## src/rtl/slip_pkg.sv

```systemverilog
package slip_pkg;
  localparam int KINDS  = 2;
  localparam int IDX_REF = 0; // output ran too fast
  localparam int IDX_FB  = 1; // output ran too slow
endpackage

```

## src/rtl/slip_edge_sync.sv

```systemverilog
module slip_edge_sync #(
  parameter int STAGES = 2
) (
  input  logic clk,
  input  logic rst_n,
  input  logic async_in,
  output logic rise
);
  logic [STAGES-1:0] sh;
  logic              prev;

  always_ff @(posedge clk or negedge rst_n) begin
    if (!rst_n) begin
      sh   <= '0;
      prev <= 1'b0;
    end else begin
      sh   <= {sh[STAGES-2:0], async_in};
      prev <= sh[STAGES-1];
    end
  end

  assign rise = sh[STAGES-1] & ~prev;

  // an edge pulse never lasts two cycles, so one edge counts once
  assert_single_pulse_R3: assert property (@(posedge clk) disable iff (!rst_n)
    rise |=> !rise);
endmodule

```

## src/rtl/slip_compare.sv

```systemverilog
module slip_compare
  import slip_pkg::*;
(
  input  logic             clk,
  input  logic             rst_n,
  input  logic             ref_e,
  input  logic             fb_e,
  output logic [KINDS-1:0] raw,
  output logic [KINDS-1:0] clean
);
  logic ref_armed, fb_armed;
  logic fb_since_ref, ref_since_fb;

  always_ff @(posedge clk or negedge rst_n) begin
    if (!rst_n) begin
      ref_armed    <= 1'b0;
      fb_armed     <= 1'b0;
      fb_since_ref <= 1'b0;
      ref_since_fb <= 1'b0;
    end else begin
      if (ref_e) ref_armed <= 1'b1;
      if (fb_e)  fb_armed  <= 1'b1;
      if (ref_e)     fb_since_ref <= fb_e;
      else if (fb_e) fb_since_ref <= 1'b1;
      if (fb_e)       ref_since_fb <= ref_e;
      else if (ref_e) ref_since_fb <= 1'b1;
    end
  end

  always_comb begin
    raw[IDX_FB]    = ref_e & ref_armed & ~fb_since_ref & ~fb_e;
    clean[IDX_FB]  = ref_e & ref_armed & (fb_since_ref | fb_e);
    raw[IDX_REF]   = fb_e & fb_armed & ~ref_since_fb & ~ref_e;
    clean[IDX_REF] = fb_e & fb_armed & (ref_since_fb | ref_e);
  end
endmodule

```

## src/rtl/slip_filter.sv

```systemverilog
module slip_filter #(
  parameter int CNT_W = 4
) (
  input  logic             clk,
  input  logic             rst_n,
  input  logic             en,
  input  logic [CNT_W-1:0] thr,
  input  logic             raw,
  input  logic             clean,
  output logic             fire
);
  logic [CNT_W-1:0] cnt;
  logic [CNT_W:0]   thr_eff;
  logic [CNT_W:0]   nxt;

  always_comb begin
    thr_eff = (thr == '0) ? {{CNT_W{1'b0}}, 1'b1} : {1'b0, thr};
    nxt     = {1'b0, cnt} + 1'b1;
    fire    = raw & (~en | (nxt >= thr_eff));
  end

  always_ff @(posedge clk or negedge rst_n) begin
    if (!rst_n)      cnt <= '0;
    else if (!en)    cnt <= '0;
    else if (clean)  cnt <= '0;
    else if (raw)    cnt <= fire ? '0 : nxt[CNT_W-1:0];
  end

  // the running count stays below the threshold it is compared against
  assert_cnt_below_thr_R4: assert property (@(posedge clk) disable iff (!rst_n)
    (en && $past(en) && thr == $past(thr)) |-> ({1'b0, cnt} < thr_eff));
  // a clean comparison leaves the count at zero
  assert_clean_resets_R5: assert property (@(posedge clk) disable iff (!rst_n)
    clean |=> (cnt == '0));
endmodule

```

## src/rtl/pll_slip_det.sv

```systemverilog
module pll_slip_det
  import slip_pkg::*;
#(
  parameter int SYNC_STAGES = 2,
  parameter int CNT_W       = 4
) (
  input  logic             clk,
  input  logic             rst_n,
  input  logic             ref_clk_in,
  input  logic             fb_clk_in,
  input  logic             filt_en,
  input  logic [CNT_W-1:0] filt_cnt,
  input  logic             clr_ref_slip,
  input  logic             clr_fb_slip,
  output logic             stat_ref_slip,
  output logic             stat_fb_slip
);
  logic             ref_e, fb_e;
  logic [KINDS-1:0] raw, clean, fire, clr, stat;

  slip_edge_sync #(.STAGES(SYNC_STAGES)) u_sync_ref (
    .clk(clk), .rst_n(rst_n), .async_in(ref_clk_in), .rise(ref_e));
  slip_edge_sync #(.STAGES(SYNC_STAGES)) u_sync_fb (
    .clk(clk), .rst_n(rst_n), .async_in(fb_clk_in), .rise(fb_e));

  slip_compare u_cmp (
    .clk(clk), .rst_n(rst_n), .ref_e(ref_e), .fb_e(fb_e),
    .raw(raw), .clean(clean));

  assign clr[IDX_REF] = clr_ref_slip;
  assign clr[IDX_FB]  = clr_fb_slip;

  for (genvar k = 0; k < KINDS; k++) begin : g_kind
    slip_filter #(.CNT_W(CNT_W)) u_filt (
      .clk(clk), .rst_n(rst_n), .en(filt_en), .thr(filt_cnt),
      .raw(raw[k]), .clean(clean[k]), .fire(fire[k]));

    always_ff @(posedge clk or negedge rst_n) begin
      if (!rst_n) stat[k] <= 1'b0;
      else        stat[k] <= fire[k] | (stat[k] & ~clr[k]);
    end

    // a logged slip holds until its own clear
    assert_sticky_R7: assert property (@(posedge clk) disable iff (!rst_n)
      (stat[k] && !clr[k]) |=> stat[k]);
    // a clear with no new slip empties the bit
    assert_clear_R7: assert property (@(posedge clk) disable iff (!rst_n)
      (clr[k] && !fire[k]) |=> !stat[k]);
    // a slip beats a clear in the same cycle
    assert_set_wins_R8: assert property (@(posedge clk) disable iff (!rst_n)
      fire[k] |=> stat[k]);
  end

  assign stat_ref_slip = stat[IDX_REF];
  assign stat_fb_slip  = stat[IDX_FB];
endmodule

```

## config.mk

```make
export PLATFORM = sky130hd
export DESIGN_NAME = pll_slip_det
export DESIGN_NICKNAME = d
export VERILOG_FILES = /design/src/rtl/slip_pkg.sv /design/src/rtl/slip_edge_sync.sv /design/src/rtl/slip_compare.sv /design/src/rtl/slip_filter.sv /design/src/rtl/pll_slip_det.sv
export SDC_FILE = /design/constraint.sdc
export NUM_CORES = 1
export LEC_CHECK = 0
export BUFFER_PORTS_ARGS = -buffer_cell sky130_fd_sc_hd__buf_2
export CORE_UTILIZATION = 42
export DETAILED_ROUTE_END_ITERATION = 7
export GPL_TIMING_DRIVEN = 0
export PLACE_DENSITY = 0.71
export SYNTH_ARGS = -nofsm -noshare
export SYNTH_HDL_FRONTEND = slang
export SYNTH_HIERARCHICAL = 1
export SYNTH_SLANG_ARGS = --single-unit
export TNS_END_PERCENT = 30
```

## constraint.sdc

```tcl
create_clock -name clk -period 2.6 [get_ports clk]
set_input_delay 0.52 -clock clk [delete_from_list [all_inputs] [get_ports clk]]
set_output_delay 0.52 -clock clk [all_outputs]
set_load 0.1 [all_outputs]
```

==> flow_metrics.tcl, run 1 <==
set metrics [dict create \
    status "finished clean" \
    critical_path.endpoint_type "flip-flop" \
    overflow 0 \
    p_leak_nw 0.6559 \
    syn_inst 93 \
    p_switching_uw 154.5 \
    rsz0062_at_grt "no" \
    crit_fanout 4 \
    cts_tree "built" \
    dr.first_iter.drc_count 4 \
    p_per_area_mw_per_mm2 527.5 \
    hold_viol_final 0 \
    placedCellCount 135 \
    cp.required_ns 2.80 \
    finalSetupViolations 0 \
    hp-class "in -> async" \
    grt_pass1_wl_um 2911 \
    slew_violations 0 \
    power_frac_seq_pct 49.3 \
    slew_headroom_pct 63.64 \
    syn-num-nets 114 \
    yosysWarningCount 6 \
    path_cells "ha_1 -> xor2_1 -> ha_1 -> o21ai_1 -> o21ba_4 -> mux2_4" \
    fmax_mhz 530.3 \
    ys_seq_area_share_pct 44.59 \
    ant_nets 0 \
    largest-register "g_kind.u_filt/cnt" \
    vdd_drop_max_mv 0.5028 \
    wl_per_cell_um 12.37 \
    fin_worst_skew_ns 0.002776 \
    fin_cells 139 \
    antenna_cells 0 \
    num_io_pins 13 \
    clk_root_buffer_cell "clkbuf_4" \
    cp_num_buf_inv 0 \
    grt_pass1_vias 670 \
    syn_avg_cell_area_um2 12.07 \
    postCtsSetupBuffers 0 \
    crit_top_cell "ha_1" \
    dieArea_mm2 0.002883 \
    cts_buffer_depth 2 \
    nFillCells 234 \
    clk_pin_slew_ns 0.11 \
    fin_hold_ws_ns 0.1347 \
    synth-seq-cells 20 \
    antenna_found_initial 0 \
    placement.io_buffers 12 \
    htree_levels 1 \
    grt.total_usage_pct 14.60 \
    crit_cells 6 \
    crit_slowest_cell "dfrtp_1" \
    tns_ns 0 \
    crit_family "adder cells" \
    synthesis.area_mm2 0.001122 \
    pwr-share-clk_pct 37.0 \
    drv_cap 0 \
    worstPathArrival_ns 2.08 \
    initial_core_util_pct 44.89 \
    startpoint_type "flip-flop" \
    cts.repair.resized 0 \
    top_regs "g_kind.u_filt/cnt x8, u_sync_fb/sh x2, u_sync_ref/sh x2" \
    p_total_uw 671.2 \
    viasPerCell 5.043 \
    post-route-util_pct 50.90 \
    dieHeight_um 53.70 \
    final_net_count 131 \
    p_int_uw 516.7 \
    post-route-period-util_pct 72.52 \
    areaGrowthSynthToFinish_pct 13.38 \
    p_comb_share_pct 13.7 \
    largest_register_ffs 8 \
    crit_path_max_incr_delay_ns 0.45 \
    dr_total_vias 701 \
    worst_pin_slew_ns 0.5443 \
    min_period_ns 1.886 \
    drt-total-wl_um 1720 \
    core-area_mm2 0.002500 \
    drc_errors 0 \
    synthDistinctLibCells 29 \
    layout-drive-gt1-share_pct 31.19 \
    row_count 18 \
    postCtsHoldBufs 0 \
    swShare_pct 23.02 \
    clk-insertion-delay-late_ns 0.30 \
    clock_sinks 20 \
    dieWidth_um 53.70 \
    grt_max_degree 21 \
    hpwlAfterDp_um 1415 \
    path_class "reg -> reg" \
    drt-pass1-iter-count 3 \
    r2r_cells 6 \
    gp_congestion 0.7271 \
    numCtsBuffers 3 \
]
-- logic make-up after synthesis --
| family | Yosys count | share of synthesized area, % |
|---|---|---|
| multiplexers | 2 | 2.676 |
| AO/OA/AOI/OAI | 21 | 18.17 |
| XOR/XNOR | 4 | 3.122 |
| buffers and inverters | 10 | 3.344 |
| AND/OR/NAND/NOR | 26 | 16.95 |
| adder cells (fa/ha/maj) | 10 | 11.15 |
| flip-flops | 20 | 44.59 |
-- synth_stat cells, drive strengths merged --
library cell / n / area, µm²
or2: 2 / 12.52
a211oi: 2 / 40.04
nor3b: 2 / 15.01
ha: 10 / 125.1
o21ai: 3 / 15.01
o21ba: 2 / 32.53
and4bb: 2 / 25.02
nand2: 4 / 17.52
a22o: 6 / 52.55
a21oi: 1 / 8.760
nor2b: 2 / 27.53
nand3b: 2 / 15.01
nand2b: 2 / 27.53
xnor2: 2 / 17.52
xor2: 2 / 17.52
dfrtp: 20 / 500.5
a31o: 2 / 17.52
a21o: 3 / 22.52
nor3: 2 / 15.01
mux2: 2 / 30.03
o21a: 2 / 15.01
inv: 10 / 37.53
nor2: 4 / 15.01
nand3: 4 / 20.02
-- per-layer routing --
layer  vias up  track usage [%]  wire (µm)
li1        359                -          -
met1       329            17.05        769
met2        13            24.28        873
met3         0            6.215         77
met4         0            3.947          0
met5         -                0          0
-- layout make-up --
cell class                 instances  area (µm²)  share of cell area (%)
clock buffer                       3       22.52                   1.770
clock inverter                     1       30.03                   2.360
inverter                          10       37.54                   2.950
multi-input combinational         63       584.3                   45.92
sequential                        20       500.5                   39.33
tap                               30       37.54                   2.950
timing repair buffer              12       60.06                   4.720
-- worst paths after layout --
path,from,endpoint,slack (ns)
setup / recovery,g_kind[1].u_filt/cnt[0],g_kind[1].u_filt/cnt[0],0.71
hold / removal,rst_n,stat_ref_slip,0.13
setup reg to reg,g_kind[1].u_filt/cnt[0],g_kind[1].u_filt/cnt[0],0.71
hold reg to reg,u_sync_fb/sh[0],u_sync_fb/sh[1],0.36
max in group asynchronous,rst_n,g_kind[1].u_filt/cnt[0],2.17
min in group clk,fb_clk_in,u_sync_fb/sh[0],0.32
-- power by group through the flow --
stage	Clock [mW]	Combinational (mW)	Sequential (mW)
2_1_floorplan	0	0.0527	0.350
3_3_place_gp	0	0.0897	0.336
3_5_place_dp	0	0.0934	0.337
4_1_cts	0.258	0.0935	0.331
5_1_grt	0.272	0.101	0.332
6_report	0.249	0.0918	0.331
-- cell usage in the layout, fill, tap and decap left out, types with 2 or more instances in the layout --
master,Yosys,final
o21a_1,2,2
dfrtp_1,20,20
inv_1,6,6
a31o_1,2,2
xor2_1,2,2
clkbuf_4,0,3
nand2_1,3,3
a21o_1,3,3
nand3_1,4,4
nand2b_4,2,2
and4bb_1,2,2
nor2_1,4,4
mux2_4,2,2
nand3b_1,2,2
a211oi_4,2,2
a22o_1,6,6
nor3b_1,2,2
nor2b_4,2,2
ha_1,10,10
inv_2,4,4
buf_2,0,12
o21ai_1,2,2
o21ba_4,2,2
xnor2_1,2,2
-- per-stage QoR --
| step | worst slack [ns] | area, µm² |
|---|---|---|
| floorplan | 0.7379 | 1122 |
| global placement | 0.5546 | 1220 |
| detailed placement | 0.5053 | 1220 |
| CTS | 0.7115 | 1272 |
| global route | 0.6087 | 1272 |
| finish | 0.7144 | 1272 |
No activity file was read; power rests on OpenSTA's default activity.
==> run 2, diff against run 1 <==
==> constraint.sdc (replaced) <==
create_clock -name clk -period 1.8 [get_ports clk]
set_input_delay 0.36 -clock clk [delete_from_list [all_inputs] [get_ports clk]]
set_output_delay 0.36 -clock clk [all_outputs]
set_load 0.1 [all_outputs]
==> run 2 against run 1 <==
Compared with the run above: cell area increased by 11%; register-to-register slack got worse by 0.69 ns; utilization increased by 5.8 points; die area unchanged; clock skew increased by 0.0018 ns; worst setup slack got worse by 0.69 ns; critical endpoint is now g_kind[0].u_filt/cnt[0]; highest routed layer is now met4.
==> flow_metrics.tcl, run 2 (same netlist as run 1, synthesis figures left out) <==
set metrics [dict create \
    status "finished clean" \
    dieHeight_um 53.70 \
    grt_max_degree 21 \
    tns_ns 0 \
    p_switching_uw 234.0 \
    hold_viol_final 0 \
    finalSetupViolations 0 \
    rsz0062_at_grt "yes" \
    fin_worst_skew_ns 0.004579 \
    numCtsBuffers 3 \
    worstPathArrival_ns 1.98 \
    dieArea_mm2 0.002883 \
    clk_root_buffer_cell "clkbuf_4" \
    dr_total_vias 728 \
    hpwlAfterDp_um 1415 \
    final_common_cell "dfrtp_1" \
    slew_violations 0 \
    min_period_ns 1.778 \
    slew_headroom_pct 62.17 \
    fin_cells 144 \
    cts_buffer_depth 2 \
    overflow 0 \
    place_area_mm2 0.001220 \
    worst_pin_slew_ns 0.5662 \
    clk_pin_slew_ns 0.11 \
    critical_path.endpoint_type "flip-flop" \
    clk-insertion-delay-late_ns 0.30 \
    row_count 18 \
    startpoint_type "flip-flop" \
    htree_levels 1 \
    p_leak_nw 0.6734 \
    p_comb_share_pct 15.7 \
    post-route-util_pct 56.71 \
    p_total_uw 995.8 \
    dr.first_iter.drc_count 5 \
    p_int_uw 761.8 \
    vdd_drop_max_mv 0.7725 \
    fin_hold_ws_ns 0.1547 \
    core-area_mm2 0.002500 \
    final_net_count 136 \
    areaGrowthSynthToFinish_pct 26.31 \
    dp_slack_ns -0.1347 \
    grt_pass1_wl_um 3022 \
    crit_fanout 4 \
    p_per_area_mw_per_mm2 702.4 \
    pwr-share-clk_pct 36.3 \
    initial_core_util_pct 44.89 \
    largest-register "g_kind.u_filt/cnt" \
    drt-pass1-iter-count 4 \
    placedCellCount 135 \
    swShare_pct 23.50 \
    drv_cap 0 \
    antenna_found_initial 0 \
    wl_per_cell_um 13.33 \
    placement.io_buffers 12 \
    gp_congestion 0.7271 \
    ant_nets 0 \
    viasPerCell 5.056 \
    post-route-period-util_pct 98.77 \
    final_cell_mix "dfrtp_1 (18), buf_2 (12), inv_1 (6), a22o_1 (6)" \
    hp-class "in -> reg" \
    drt-total-wl_um 1920 \
    fmax_mhz 562.5 \
    top_regs "g_kind.u_filt/cnt x8, u_sync_fb/sh x2, u_sync_ref/sh x2" \
    drc_errors 0 \
    antenna_cells 0 \
    power_frac_seq_pct 48.0 \
    dieWidth_um 53.70 \
    setup_slack_ns 0.02212 \
    nFillCells 213 \
    path_class "reg -> reg" \
    grt_pass1_vias 687 \
    largest_register_ffs 8 \
    clock_sinks 20 \
    layout-drive-gt1-share_pct 47.37 \
    grt.total_usage_pct 15.22 \
    cts_tree "built" \
    fin_area_mm2 0.001418 \
    num_io_pins 13 \
    cp.required_ns 2.00 \
]
[run 2: cell count changes in the layout (fill, tap and decap cells not counted), sizes merged]
cell         delta
buf             +4
dlygate4sd3     +1
[run 2: layout make-up]
| cell class | instances | area (µm²) | share of cell area [%] |
|---|---|---|---|
| tap | 30 | 37.54 | 2.648 |
| timing repair buffer | 17 | 100.1 | 7.061 |
| multi-input combinational | 63 | 686.9 | 48.46 |
| clock buffer | 3 | 22.52 | 1.589 |
| clock inverter | 1 | 30.03 | 2.118 |
| inverter | 10 | 37.54 | 2.648 |
| sequential | 20 | 503.0 | 35.48 |
[run 2: worst paths after layout]
| path | from | end | slack (ns) | cells past startpoint |
|---|---|---|---|---|
| hold reg to reg | u_sync_fb/sh[0] | u_sync_fb/sh[1] | 0.36 | 0 |
| hold / removal | fb_clk_in | u_sync_fb/sh[0] | 0.15 | 1 |
| min in group asynchronous | rst_n | stat_ref_slip | 0.51 | 2 |
| setup reg to reg | g_kind[0].u_filt/cnt[0] | g_kind[0].u_filt/cnt[0] | 0.02 | 6 |
| setup / recovery | g_kind[0].u_filt/cnt[0] | g_kind[0].u_filt/cnt[0] | 0.02 | 6 |
| max in group asynchronous | rst_n | g_kind[1].u_filt/cnt[0] | 0.97 | 2 |
[run 2: what timing repair did]
item | CTS | global route
gates resized for setup | 9 | 10
buffers inserted | 3 | 1
hold buffers | 1 | 0
pin swaps | 0 | 10
endpoints found under the setup margin | 7 | 7
endpoints found under the hold margin | 20 | 0
[run 2: worst max-delay path, cell delays in order, from the launching register on]
cell,delay [ns]
dfrtp_1,0.43
ha_2,0.23
xor2_2,0.20
ha_4,0.29
o21ai_4,0.06
o21ba_4,0.21
mux2_4,0.26
[run 2: layer usage]
layer  track usage (%)  share of wire [%]  vias to the layer above  routed length, µm
met3             6.215                4.1                        4                 79
met1             17.84                 43                      339                818
li1                  -                  -                      368                  -
met4             5.263                1.3                        0                 25
met5                 0                  0                        -                  0
met2             24.90                 52                       17                996
[run 2: power by group through the flow]
stage	logic [mW]	registers, mW	clock network (mW)
global placement	0.130	0.486	0
finish	0.156	0.478	0.362
global route	0.170	0.480	0.393
CTS	0.146	0.477	0.373
detailed placement	0.135	0.487	0
floorplan	0.0762	0.505	0
